$ cat config.mk
export PLATFORM = sky130hd
export DESIGN_NAME = adc_rdlock
export DESIGN_NICKNAME = d
export VERILOG_FILES = /design/src/rtl/adc_rdlock_pkg.sv /design/src/rtl/adc_rdlock_store.sv /design/src/rtl/adc_rdlock_format.sv /design/src/rtl/adc_rdlock_port.sv /design/src/rtl/adc_rdlock.sv
export SDC_FILE = /design/constraint.sdc
export NUM_CORES = 1
export LEC_CHECK = 0
export CAP_MARGIN = 10
export CORE_AREA = 2 2 54 56
export CTS_BUF_LIST = sky130_fd_sc_hd__clkbuf_8
export DETAILED_ROUTE_END_ITERATION = 12
export DIE_AREA = 0 0 56 58
export SLEW_MARGIN = 40
export SYNTH_ARGS = -nofsm -noshare
export SYNTH_HDL_FRONTEND = slang
export SYNTH_SLANG_ARGS = --single-unit
$ cat constraint.sdc
create_clock -name clk -period 1.2 [get_ports clk]
set_clock_uncertainty 0.2 [all_clocks]
set_input_delay 0.24 -clock clk [delete_from_list [all_inputs] [get_ports clk]]
set_output_delay 0.24 -clock clk [all_outputs]
set_load 0.02 [all_outputs]
$ cat src/rtl/adc_rdlock_pkg.sv
package adc_rdlock_pkg;

  typedef enum logic {
    ALIGN_RIGHT = 1'b0,
    ALIGN_LEFT  = 1'b1
  } align_e;

  typedef enum logic [1:0] {
    SEL_NONE = 2'b00,
    SEL_LO   = 2'b01,
    SEL_HI   = 2'b10
  } rd_sel_e;

endpackage

$ cat src/rtl/adc_rdlock_store.sv
module adc_rdlock_store #(
  parameter int RES_W = 10
) (
  input  logic             clk,
  input  logic             rst_n,
  input  logic             conv_done,
  input  logic [RES_W-1:0] conv_value,
  input  logic             rd_lo,
  input  logic             rd_hi,
  output logic [RES_W-1:0] value_q,
  output logic             lock_q,
  output logic             cap_en,
  output logic             drop_evt
);

  logic block;
  logic lock_d;

  // A low read in the same cycle as a conversion already blocks it.
  assign block    = lock_q | rd_lo;
  assign cap_en   = conv_done & ~block;
  assign drop_evt = conv_done & block;

  always_comb begin
    lock_d = lock_q;
    if (rd_lo) lock_d = 1'b1;
    if (rd_hi) lock_d = 1'b0;
  end

  always_ff @(posedge clk or negedge rst_n) begin
    if (!rst_n) begin
      value_q <= '0;
      lock_q  <= 1'b0;
    end else begin
      lock_q <= lock_d;
      if (cap_en) value_q <= conv_value;
    end
  end

  a_r1_reset_clear: assert property (@(posedge clk)
    !rst_n |=> (lock_q == 1'b0 && value_q == '0));

  a_r4_lock_sets: assert property (@(posedge clk) disable iff (!rst_n)
    (rd_lo && !rd_hi) |=> lock_q);

  a_r4_frozen: assert property (@(posedge clk) disable iff (!rst_n)
    lock_q |=> $stable(value_q));

  a_r5_unlock: assert property (@(posedge clk) disable iff (!rst_n)
    rd_hi |=> !lock_q);

  a_r5_capture: assert property (@(posedge clk) disable iff (!rst_n)
    (conv_done && !lock_q && !rd_lo) |=> (value_q == $past(conv_value)));

  a_r6_same_cycle_drop: assert property (@(posedge clk) disable iff (!rst_n)
    (drop_evt && rd_lo) |=> $stable(value_q));

endmodule

$ cat src/rtl/adc_rdlock_format.sv
module adc_rdlock_format #(
  parameter int RES_W  = 10,
  parameter int BYTE_W = 8
) (
  input  logic [RES_W-1:0]  value,
  input  logic              align_left,
  output logic [BYTE_W-1:0] lo_byte,
  output logic [BYTE_W-1:0] hi_byte
);
  import adc_rdlock_pkg::*;

  localparam int WORD_W = 2 * BYTE_W;
  localparam int PAD_W  = WORD_W - RES_W;

  function automatic logic [WORD_W-1:0] place_word(
    input logic [RES_W-1:0] v,
    input align_e           mode
  );
    if (mode == ALIGN_LEFT) place_word = {v, {PAD_W{1'b0}}};
    else                    place_word = {{PAD_W{1'b0}}, v};
  endfunction

  logic [WORD_W-1:0] word;

  generate
    if (RES_W <= BYTE_W || RES_W >= WORD_W) begin : g_bad_width
      initial $display("adc_rdlock_format: RES_W must lie between BYTE_W and 2*BYTE_W");
    end
  endgenerate

  assign word    = place_word(value, align_e'(align_left));
  assign lo_byte = word[BYTE_W-1:0];
  assign hi_byte = word[WORD_W-1:BYTE_W];

endmodule

$ cat src/rtl/adc_rdlock_port.sv
module adc_rdlock_port #(
  parameter int BYTE_W = 8
) (
  input  logic              clk,
  input  logic              rst_n,
  input  logic              rd_lo,
  input  logic              rd_hi,
  input  logic [BYTE_W-1:0] lo_byte,
  input  logic [BYTE_W-1:0] hi_byte,
  input  logic              conv_done,
  output logic [BYTE_W-1:0] rd_data,
  output logic              done_flag
);
  import adc_rdlock_pkg::*;

  rd_sel_e sel;

  always_comb begin
    if (rd_lo)      sel = SEL_LO;
    else if (rd_hi) sel = SEL_HI;
    else            sel = SEL_NONE;
  end

  always_ff @(posedge clk or negedge rst_n) begin
    if (!rst_n) begin
      rd_data   <= '0;
      done_flag <= 1'b0;
    end else begin
      done_flag <= conv_done;
      case (sel)
        SEL_LO:  rd_data <= lo_byte;
        SEL_HI:  rd_data <= hi_byte;
        default: rd_data <= rd_data;
      endcase
    end
  end

  a_r7_flag_follows: assert property (@(posedge clk) disable iff (!rst_n)
    conv_done |=> done_flag);

  a_r7_flag_single: assert property (@(posedge clk) disable iff (!rst_n)
    !conv_done |=> !done_flag);

  a_r9_hold: assert property (@(posedge clk) disable iff (!rst_n)
    !(rd_lo || rd_hi) |=> $stable(rd_data));

endmodule

$ cat src/rtl/adc_rdlock.sv
module adc_rdlock #(
  parameter int RES_W  = 10,
  parameter int BYTE_W = 8
) (
  input  logic              clk,
  input  logic              rst_n,
  input  logic              conv_done,
  input  logic [RES_W-1:0]  conv_value,
  input  logic              align_left,
  input  logic              rd_lo,
  input  logic              rd_hi,
  output logic [BYTE_W-1:0] rd_data,
  output logic              done_flag
);

  localparam int TOPPAD = 2 * BYTE_W - RES_W;

  logic [RES_W-1:0]  value_q;
  logic              lock_q;
  logic              cap_en;
  logic              drop_evt;
  logic [BYTE_W-1:0] lo_byte;
  logic [BYTE_W-1:0] hi_byte;

  adc_rdlock_store #(.RES_W(RES_W)) u_store (
    .clk        (clk),
    .rst_n      (rst_n),
    .conv_done  (conv_done),
    .conv_value (conv_value),
    .rd_lo      (rd_lo),
    .rd_hi      (rd_hi),
    .value_q    (value_q),
    .lock_q     (lock_q),
    .cap_en     (cap_en),
    .drop_evt   (drop_evt)
  );

  adc_rdlock_format #(.RES_W(RES_W), .BYTE_W(BYTE_W)) u_format (
    .value      (value_q),
    .align_left (align_left),
    .lo_byte    (lo_byte),
    .hi_byte    (hi_byte)
  );

  adc_rdlock_port #(.BYTE_W(BYTE_W)) u_port (
    .clk        (clk),
    .rst_n      (rst_n),
    .rd_lo      (rd_lo),
    .rd_hi      (rd_hi),
    .lo_byte    (lo_byte),
    .hi_byte    (hi_byte),
    .conv_done  (conv_done),
    .rd_data    (rd_data),
    .done_flag  (done_flag)
  );

  // right placement leaves the upper high-byte bits at zero.
  a_r2_hi_padding: assert property (@(posedge clk) disable iff (!rst_n)
    (rd_hi && !rd_lo && !align_left) |=> (rd_data[BYTE_W-1:RES_W-BYTE_W] == '0));

  // left placement leaves the lower low-byte bits at zero.
  a_r3_lo_padding: assert property (@(posedge clk) disable iff (!rst_n)
    (rd_lo && align_left) |=> (rd_data[TOPPAD-1:0] == '0));

  // no capture while the lock is held.
  a_r4_no_capture_locked: assert property (@(posedge clk) disable iff (!rst_n)
    lock_q |-> !cap_en);

endmodule

* Word-level counts from Yosys, hierarchy flattened
Index checks and enable logic that the tools add are counted.
** Storage, ports and cells
- Flip-flop bits (word level) :: 20
- Output and inout bits :: 9
** Cells by class
- Bitwise gates (word level) :: 3
- Eq/ne operators :: 2
- Mux-type cells :: 6
- Reduce and logical (&&, ||, !) cells :: 2
** Operator list (count)
- $mux W16 :: 1
- $pmux W8 S2 :: 1
- $mux W2 :: 2
- $reduce_bool A2 Y1 :: 2
- $eq A2 B1 Y1 const B :: 1
- $eq A2 B2 Y1 const B :: 1
- $mux W1 :: 2
- $and A1 B1 Y1 :: 1
- $not A1 Y1 :: 1
- $or A1 B1 Y1 :: 1

* Depth between registers and ports, before layout
Gate-level depths: netlist (run 1).
- Depth in word-level cells :: 4
- Depth in mapped cells :: 4
- Gate-level depth less buffers :: 3

* Modules after synthesis
A second synthesis (run 1) with hierarchy kept.
** Unflattened totals
- Cells, all modules :: 79
- Area total of the unflattened synthesis :: 980.9 um^2
** By module, submodules not included
- adc_rdlock_store :: cells each 26, seq. area each 275.3 um^2, times used 1, area an instance 425.4 um^2
- adc_rdlock_port :: cells each 35, seq. area each 225.2 um^2, times used 1, area an instance 397.9 um^2
- adc_rdlock_format :: cells each 18, seq. area each 0.0 um^2, times used 1, area an instance 157.7 um^2

* Worst setup path before layout (run 1)
No wires, ideal clock.
- Path type :: reg2reg
- Start :: reg u_store.lock_q
- End :: reg u_store.value_q[0]
- Stages on the path, launching flop included :: 5
- Setup slack :: -0.156 ns
- Path buffers :: 1
- Data arrival time :: 1.031 ns
- Path through :: dfrtp_1 -> nor2_1 -> and2_1 -> buf_6 -> mux2_4
** On the way
- Cells in the longest elaborated chain, start to end :: 3
** Ends and longest elaborated chain
- from (decl) :: RTL line adc_rdlock_store.sv:11 : output logic lock_q,
- from (signal assigned) :: RTL line adc_rdlock_store.sv:35 : lock_q <= lock_d;
- $or A1 B1 Y1 :: RTL line adc_rdlock_store.sv:20 : assign block = lock_q | rd_lo;
- $not A1 Y1 :: RTL line adc_rdlock_store.sv:21 : assign cap_en = conv_done & ~block;
- $and A1 B1 Y1 :: RTL line adc_rdlock_store.sv:21
- to (signal assigned) :: RTL line adc_rdlock_store.sv:36 : if (cap_en) value_q <= conv_value;
- to (decl) :: RTL line adc_rdlock_store.sv:10 : output logic [RES_W-1:0] value_q,
Every way passes these cells.
A chain may end at the register's enable or synchronous reset.

* Worst setup path after layout (run 1)
- Start :: in conv_done
- End :: reg u_store.value_q[4]
** On the way
- Cells in the longest elaborated chain, start to end :: 1
** Ends and longest elaborated chain
- from (decl) :: RTL line adc_rdlock.sv:7 : input logic conv_done,
- $and A1 B1 Y1 :: RTL line adc_rdlock_store.sv:21
Every way passes these cells.

==> results of run 1 <==
-- Yosys cell counts, types with 2 or more instances --
cell / count / area share [%]
sky130_fd_sc_hd__dfrtp_1: 20 / 56
sky130_fd_sc_hd__mux2_4: 10 / 17
sky130_fd_sc_hd__nor2_1: 5 / 2.1
sky130_fd_sc_hd__a221o_1: 4 / 4.5
sky130_fd_sc_hd__nand2_1: 4 / 1.7
sky130_fd_sc_hd__nor3b_1: 4 / 3.4
sky130_fd_sc_hd__buf_2: 3 / 1.7
sky130_fd_sc_hd__mux2i_1: 3 / 3.4
sky130_fd_sc_hd__o21ai_0: 3 / 1.7
sky130_fd_sc_hd__a211o_1: 2 / 2.0
sky130_fd_sc_hd__nor2b_1: 2 / 1.4
-- registers in the layout (all words and copies together), names as in the netlist --
| signal | cells |
|---|---|
| u_port.done_flag | 1 |
| u_store.value_q | 10 |
| u_store.lock_q | 1 |
| u_port.rd_data | 8 |
-- final cells by class --
class,instances,area [um2]
repair buffers,46,439
fillers,250,1240
multi-input cells,42,389
flip-flops and latches,20,500
clock buffers,4,55.1
well taps,31,38.8
-- metal layers --
layer | part of all wire (%) | up-vias | global-route usage [%]
met5 | 0 | - | 0
met4 | 0.65 | 0 | 5.10
met3 | 4.6 | 2 | 3.13
met2 | 51 | 16 | 23.5
met1 | 44 | 362 | 17.8
li1 | - | 330 | -
-- cell usage in the layout, fill, tap and decap left out --
| master | synthesis | routed |
|---|---|---|
| sky130_fd_sc_hd__a211o_1 | 2 | 2 |
| sky130_fd_sc_hd__a21o_1 | 1 | 1 |
| sky130_fd_sc_hd__a21oi_1 | 1 | 1 |
| sky130_fd_sc_hd__a221o_1 | 4 | 4 |
| sky130_fd_sc_hd__a22o_1 | 1 | 1 |
| sky130_fd_sc_hd__a311oi_2 | 0 | 1 |
| sky130_fd_sc_hd__and2_4 | 0 | 1 |
| sky130_fd_sc_hd__buf_12 | 0 | 1 |
| sky130_fd_sc_hd__buf_4 | 0 | 17 |
| sky130_fd_sc_hd__buf_6 | 1 | 13 |
| sky130_fd_sc_hd__clkbuf_2 | 0 | 1 |
| sky130_fd_sc_hd__clkbuf_8 | 0 | 4 |
| sky130_fd_sc_hd__clkdlybuf4s15_2 | 0 | 1 |
| sky130_fd_sc_hd__clkdlybuf4s50_1 | 0 | 12 |
| sky130_fd_sc_hd__dfrtp_1 | 20 | 20 |
| sky130_fd_sc_hd__dlygate4sd2_1 | 0 | 1 |
| sky130_fd_sc_hd__mux2_4 | 10 | 10 |
| sky130_fd_sc_hd__mux2i_1 | 3 | 3 |
| sky130_fd_sc_hd__nand2_1 | 4 | 4 |
| sky130_fd_sc_hd__nor2_1 | 5 | 2 |
| sky130_fd_sc_hd__nor2_2 | 0 | 3 |
| sky130_fd_sc_hd__nor2b_1 | 2 | 1 |
| sky130_fd_sc_hd__nor2b_4 | 0 | 1 |
| sky130_fd_sc_hd__nor3b_1 | 4 | 4 |
| sky130_fd_sc_hd__o21ai_0 | 3 | 2 |
| sky130_fd_sc_hd__o21ai_1 | 0 | 1 |
-- metrics by stage --
stage	cell area (um2)	setup TNS, ns	cells
5_1_grt	1420	-2.71	143
4_1_cts	1390	-2.44	141
3_5_place_dp	1290	-11.27	135
2_1_floorplan	892	-1.53	66
3_3_place_gp	1290	-10.97	135
6_report	1420	-1.99	143
-- worst max-delay path: cells and delay by family --
family | cells | cell delay, ns
buf+inv | 2 | 0.62
simple gates | 1 | 0.17
mux | 1 | 0.30
-- path summary, 6_finish.rpt --
check / end / from / cells after the start
hold / removal: u_port.rd_data[1] / rst_n / 2
max in group asynchronous: u_store.value_q[4] / rst_n / 2
setup reg to reg: u_store.value_q[4] / u_store.lock_q / 4
hold reg to reg: u_store.value_q[0] / u_store.value_q[0] / 1
min in group clk: u_port.rd_data[0] / align_left / 2
setup / recovery: u_store.value_q[4] / conv_done / 4
-- power by group through the flow --
stage,combinational [W],sequential (W),clock (W)
6_report,0.000540,0.000871,0.000510
5_1_grt,0.000583,0.000885,0.000549
4_1_cts,0.000517,0.000866,0.000522
3_5_place_dp,0.000499,0.000873,0
3_3_place_gp,0.000492,0.000870,0
2_1_floorplan,0.000208,0.000903,0
-- logic make-up (layout without fill, tap and decap cells) --
logic type | Yosys count | after routing | synth area share (%)
flops | 20 | 20 | 56.1
simple gates | 16 | 16 | 9.26
compound gates | 13 | 13 | 11.5
mux | 13 | 13 | 20.2
buf+inv | 4 | 50 | 2.94
-- what timing repair did --
| action | in CTS | in global routing |
|---|---|---|
| endpoints found under the setup margin | 27 | 26 |
| pin swaps | 2 | 4 |
| cloned | 0 | 0 |
| hold buffers | 0 | 0 |
| resized for setup | 64 | 9 |
| buffers inserted | 2 | 3 |
==> out/qor_table.md, run 1 <==
| Item | Value |
| --- | --- |
| Clock-pin slew reported for the worst setup and hold paths after clock tree synthesis | 0.07 ns |
| Global-route total usage across every layer | 14.0% |
| Relative slew margins | 85.0% |
| Finished Core Util | 53.4% |
| Post-route antenna net violation count | 0 |
| Die Height | 58 um |
| Width of the chip | 56 um |
| Number of enable-type register cells in the synthesized netlist | 0 |
| Top-level I/O count | 25 |
| Pre-CTS setup slack | -0.568 ns |
| Arrival time of the worst setup path | 1.33 ns |
| Clk_lat worst skew | 0.25 ns |
| Cell at the root of the clock tree | sky130_fd_sc_hd__clkbuf_8 |
| Routed WL per cell | 14.0 um |
| Placeable Area | 2660 um2 |
| Max-cap violations | 0 |
| Power per cell area | 1350 nW/um2 |
| CP Class | in2reg |
| Element type at the critical path end | flip-flop |
| Layout Area Growth over Synthesis | 59.5% |
| Number of slew-limit violations in the final report | 0 |
| Total of warnings raised by yosys | 0 |
| Total Power Consumption | 0.00192 W |
| Reported leakage power | 0.674 nW |
| Number of hold violations in the final report | 0 |
| Largest net degree at the start of global routing | 21 |
| Cells after Synth | 66 |
| Worst-margin pin slew | 0.224 ns |
| Sequential fraction of design power | 45.4% |
| Vias in the first global route | 765 |
| Net switching power | 0.000497 W |
| Most frequently used flop master after synthesis | sky130_fd_sc_hd__dfrtp_1 |
| Maximum clock frequency | 722 MHz |
| Clock power share | 26.5% |
| Number of synthesized register bits | 20 |
| Highest-delay cell along the critical path | sky130_fd_sc_hd__clkdlybuf4s50_1 |
| DRC violation total after the first TritonRoute iteration | 18 |
| Run status | complete, but fails checks |
| Switching portion of total power | 25.9% |
| Final setup violation count | 18 |
| Maximum buffer depth of the clock tree | 2 |
| Max incr delay on CP | 0.49 ns |
| Post-detailed-routing wire length | 2.00 mm |
| Number of unique standard cell types used by synthesis | 17 |
| CP Data Required Time | 1.14 ns |
| Final worst path period need | 1.39 ns |
| Number of H-tree branching levels | 1 |
| Half-perimeter wire length of the detailed placement result | 1.43 mm |
| Post-synthesis cell area | 892 um2 |
| Via count normalized by instance count | 4.97 |
| Violated checks | negative setup slack |
| Internal power | 0.00142 W |
| Initial antenna violation count | 0 |
| Number of nets in the synthesized netlist | 82 |
| Starting density of the core | 33.5% |
| Number of rows created at floorplan | 19 |
| GP Congestion | 0.768 |
| Maximum fanout count along the critical path | 5 |
| Hold WS | 0.120 ns |
| Drt drc | 0 |
| Sinks on the clock net | 20 |
| Register-to-register setup slack | -0.18 ns |
| Overall via count from detail_route | 710 |
| TritonCTS clock tree | yes |
| First-pass GRT wire length | 3.53 mm |
| Unrepaired setup endpoints after global routing | true |
| Number of nets at the end of the flow | 129 |
| Number of buffers inserted during clock tree synthesis | 3 |
| Share of layout cells above drive strength 1 | 47.3% |
| Die ar. | 3250 um2 |
| IO Port Bufs | 24 |
| Share of total power in combinational logic | 28.1% |
| Async set-reset flop share out of synthesis | 100% |
| Number of detailed-routing iterations run before antenna repair | 3 |
| Tcrit/Tclk final | 115% |
| Share of the yosys chip area belonging to registers | 56.1% |
| Cell breakdown of the critical path | clkdlybuf4s50_1 > and2_4 > buf_6 > mux2_4 |
| Post-Synthesis Mean Instance Area | 13.5 um2 |
| Max rail drop VDD | 736 uV |
| PnR worst setup slack | -0.186 ns |
| Remaining global-route overflow | 0 |
| Worst min-delay path category | in2async |
| Diodes inserted | 0 |
| Critical Path Source Type | input port |
No activity file was read; power rests on OpenSTA's default activity.
==> run 2: changes to the inputs <==
CORE_AREA = 4 4 56 58   (was 2 2 54 56)
CTS_CLUSTER_DIAMETER = 50   (was unset)
DIE_AREA = 0 0 60 62   (was 0 0 56 58)
==> out/qor_table.md, run 2 (synthesis results as in run 1) <==
| Item | Value |
| --- | --- |
| Violated checks | negative setup slack |
| Vias in the first global route | 688 |
| Arrival time of the worst setup path | 1.37 ns |
| First-pass GRT wire length | 3.03 mm |
| Register with the most flip-flops | u_store.value_q |
| CP Data Required Time | 1.14 ns |
| Top-level I/O count | 25 |
| Worst min-delay path category | in2async |
| Die Height | 62 um |
| Unrepaired setup endpoints after global routing | true |
| Final setup violation count | 18 |
| Number of slew-limit violations in the final report | 0 |
| Number of H-tree branching levels | 1 |
| Reported leakage power | 0.660 nW |
| Setup total negative slack | -2.29 ns |
| Cell at the root of the clock tree | sky130_fd_sc_hd__clkbuf_8 |
| Max-cap violations | 0 |
| Number of rows created at floorplan | 19 |
| Number of detailed-routing iterations run before antenna repair | 4 |
| Critical Path Source Type | flip-flop |
| Cell breakdown of the critical path | nor2_2 > and2_4 > clkbuf_16 > mux2_4 |
| Layout Area Growth over Synthesis | 58.3% |
| Number of hold violations in the final report | 0 |
| Starting density of the core | 33.5% |
| Final worst path period need | 1.42 ns |
| Sinks on the clock net | 20 |
| Largest registers | u_store.value_q x10, u_port.rd_data x8 |
| Final Instance Area | 1410 um2 |
| Post-detailed-routing wire length | 1.94 mm |
| GP Congestion | 0.767 |
| IO Port Bufs | 24 |
| Tcrit/Tclk final | 119% |
| Remaining global-route overflow | 0 |
| Initial antenna violation count | 0 |
| CP Class | reg2reg |
| Commonest non-fill, non-tap cell in the layout | sky130_fd_sc_hd__dfrtp_1 |
| Clk_lat worst skew | 0.25 ns |
| Relative slew margins | 83.9% |
| Run status | complete, but fails checks |
| Overall via count from detail_route | 671 |
| DRC violation total after the first TritonRoute iteration | 9 |
| Power per cell area | 1340 nW/um2 |
| Max FFs per register | 10 |
| Clock-pin slew reported for the worst setup and hold paths after clock tree synthesis | 0.07 ns |
| Maximum clock frequency | 702 MHz |
| Diodes inserted | 0 |
| Largest net degree at the start of global routing | 21 |
| Half-perimeter wire length of the detailed placement result | 1.36 mm |
| Number of buffers inserted during clock tree synthesis | 3 |
| Share of layout cells above drive strength 1 | 43.9% |
| Top library cells by usage in the layout, fill and taps aside | sky130_fd_sc_hd__dfrtp_1, sky130_fd_sc_hd__clkdlybuf4s50_1, sky130_fd_sc_hd__buf_4 |
| Drt drc | 0 |
| Maximum buffer depth of the clock tree | 2 |
| Highest-delay cell along the critical path | sky130_fd_sc_hd__dfrtp_1 |
| Worst-margin pin slew | 0.241 ns |
| Via count normalized by instance count | 4.86 |
| Post-route antenna net violation count | 0 |
| Global-route total usage across every layer | 11.4% |
| Maximum fanout count along the critical path | 5 |
| TritonCTS clock tree | yes |
| Number of nets at the end of the flow | 124 |
| Max incr delay on CP | 0.37 ns |
| Placeable Area | 2660 um2 |
| Width of the chip | 60 um |
| CTS Hold Buffers Added | 0 |
| Element type at the critical path end | flip-flop |
| Die ar. | 3720 um2 |
| Routed WL per cell | 14.1 um |
| PnR worst setup slack | -0.224 ns |
| Max rail drop VDD | 852 uV |
| Total cell area at the placement stage | 1280 um2 |
-- run 2: cell count changes in the layout (fill, tap and decap cells not counted), moves of 2 or more --
| cell | previous run | this run |
|---|---|---|
| sky130_fd_sc_hd__nor3b_2 | 0 | 2 |
| sky130_fd_sc_hd__buf_4 | 17 | 12 |
| sky130_fd_sc_hd__buf_6 | 13 | 11 |
| sky130_fd_sc_hd__dlygate4sd2_1 | 1 | 3 |
| sky130_fd_sc_hd__nor3b_1 | 4 | 2 |
-- run 2: metal layers --
layer | up-vias | part of all wire [%] | GRT usage, %
met4 | 0 | 1.6 | 6.65
met1 | 326 | 46 | 14.8
met2 | 17 | 48 | 17.6
met5 | - | 0 | 0
li1 | 324 | - | -
met3 | 4 | 4.6 | 2.48
-- run 2: path summary, 6_finish.rpt --
| check | start | endpoint | slack [ns] | depth (start not counted) |
|---|---|---|---|---|
| setup / recovery | u_store.lock_q | u_store.value_q[2] | -0.22 | 4 |
| hold / removal | rst_n | u_port.rd_data[7] | 0.11 | 2 |
| setup reg to reg | u_store.lock_q | u_store.value_q[2] | -0.22 | 4 |
| min in group clk | align_left | u_port.rd_data[0] | 0.26 | 3 |
| max in group asynchronous | rst_n | u_store.value_q[2] | 0.55 | 2 |
| hold reg to reg | u_store.value_q[0] | u_store.value_q[0] | 0.33 | 1 |
-- run 2: worst max-delay path, delay by kind of cell, from the launching register on --
| kind | cells | cell delay (ns) |
|---|---|---|
| flops | 1 | 0.37 |
| simple gates | 2 | 0.30 |
| mux | 1 | 0.29 |
| buf+inv | 1 | 0.15 |
-- run 2: per-stage QoR --
step / setup slack [ns] / instances / util, % / hold WS (ns) / total power [W]
finish: -0.224 / 138 / 53.1 / 0.112 / 0.00190
detailed placement: -0.599 / 132 / 48.2 / 0.302 / 0.00137
floorplan: -0.153 / 66 / - / -0.256 / 0.00111
global route: -0.254 / 138 / 53.1 / 0.110 / 0.00199
CTS: -0.209 / 137 / 51.6 / 0.110 / 0.00190
global placement: -0.543 / 132 / 48.2 / 0.306 / 0.00136
-- run 2: where the power goes --
part / internal (W) / total, W / switching, W
combinational: 0.000338 / 0.000524 / 0.000186
sequential: 0.000783 / 0.000865 / 0.0000821
clock: 0.000292 / 0.000508 / 0.000216
total: 0.00141 / 0.00190 / 0.000484
-- run 2: final cells by class --
| class | count | area (um2) |
|---|---|---|
| fill | 246 | 1250 |
| tap | 31 | 38.8 |
| sequential | 20 | 500 |
| multi-input combinational | 42 | 393 |
| timing repair buffer | 41 | 425 |
| clock buffer | 4 | 55.1 |
-- run 2: what timing repair did --
item,4_1_cts,5_1_grt
gates resized for setup,61,7
gates cloned,0,1
buffers inserted,1,0
pin swaps,1,2
endpoints found under the setup margin,27,21
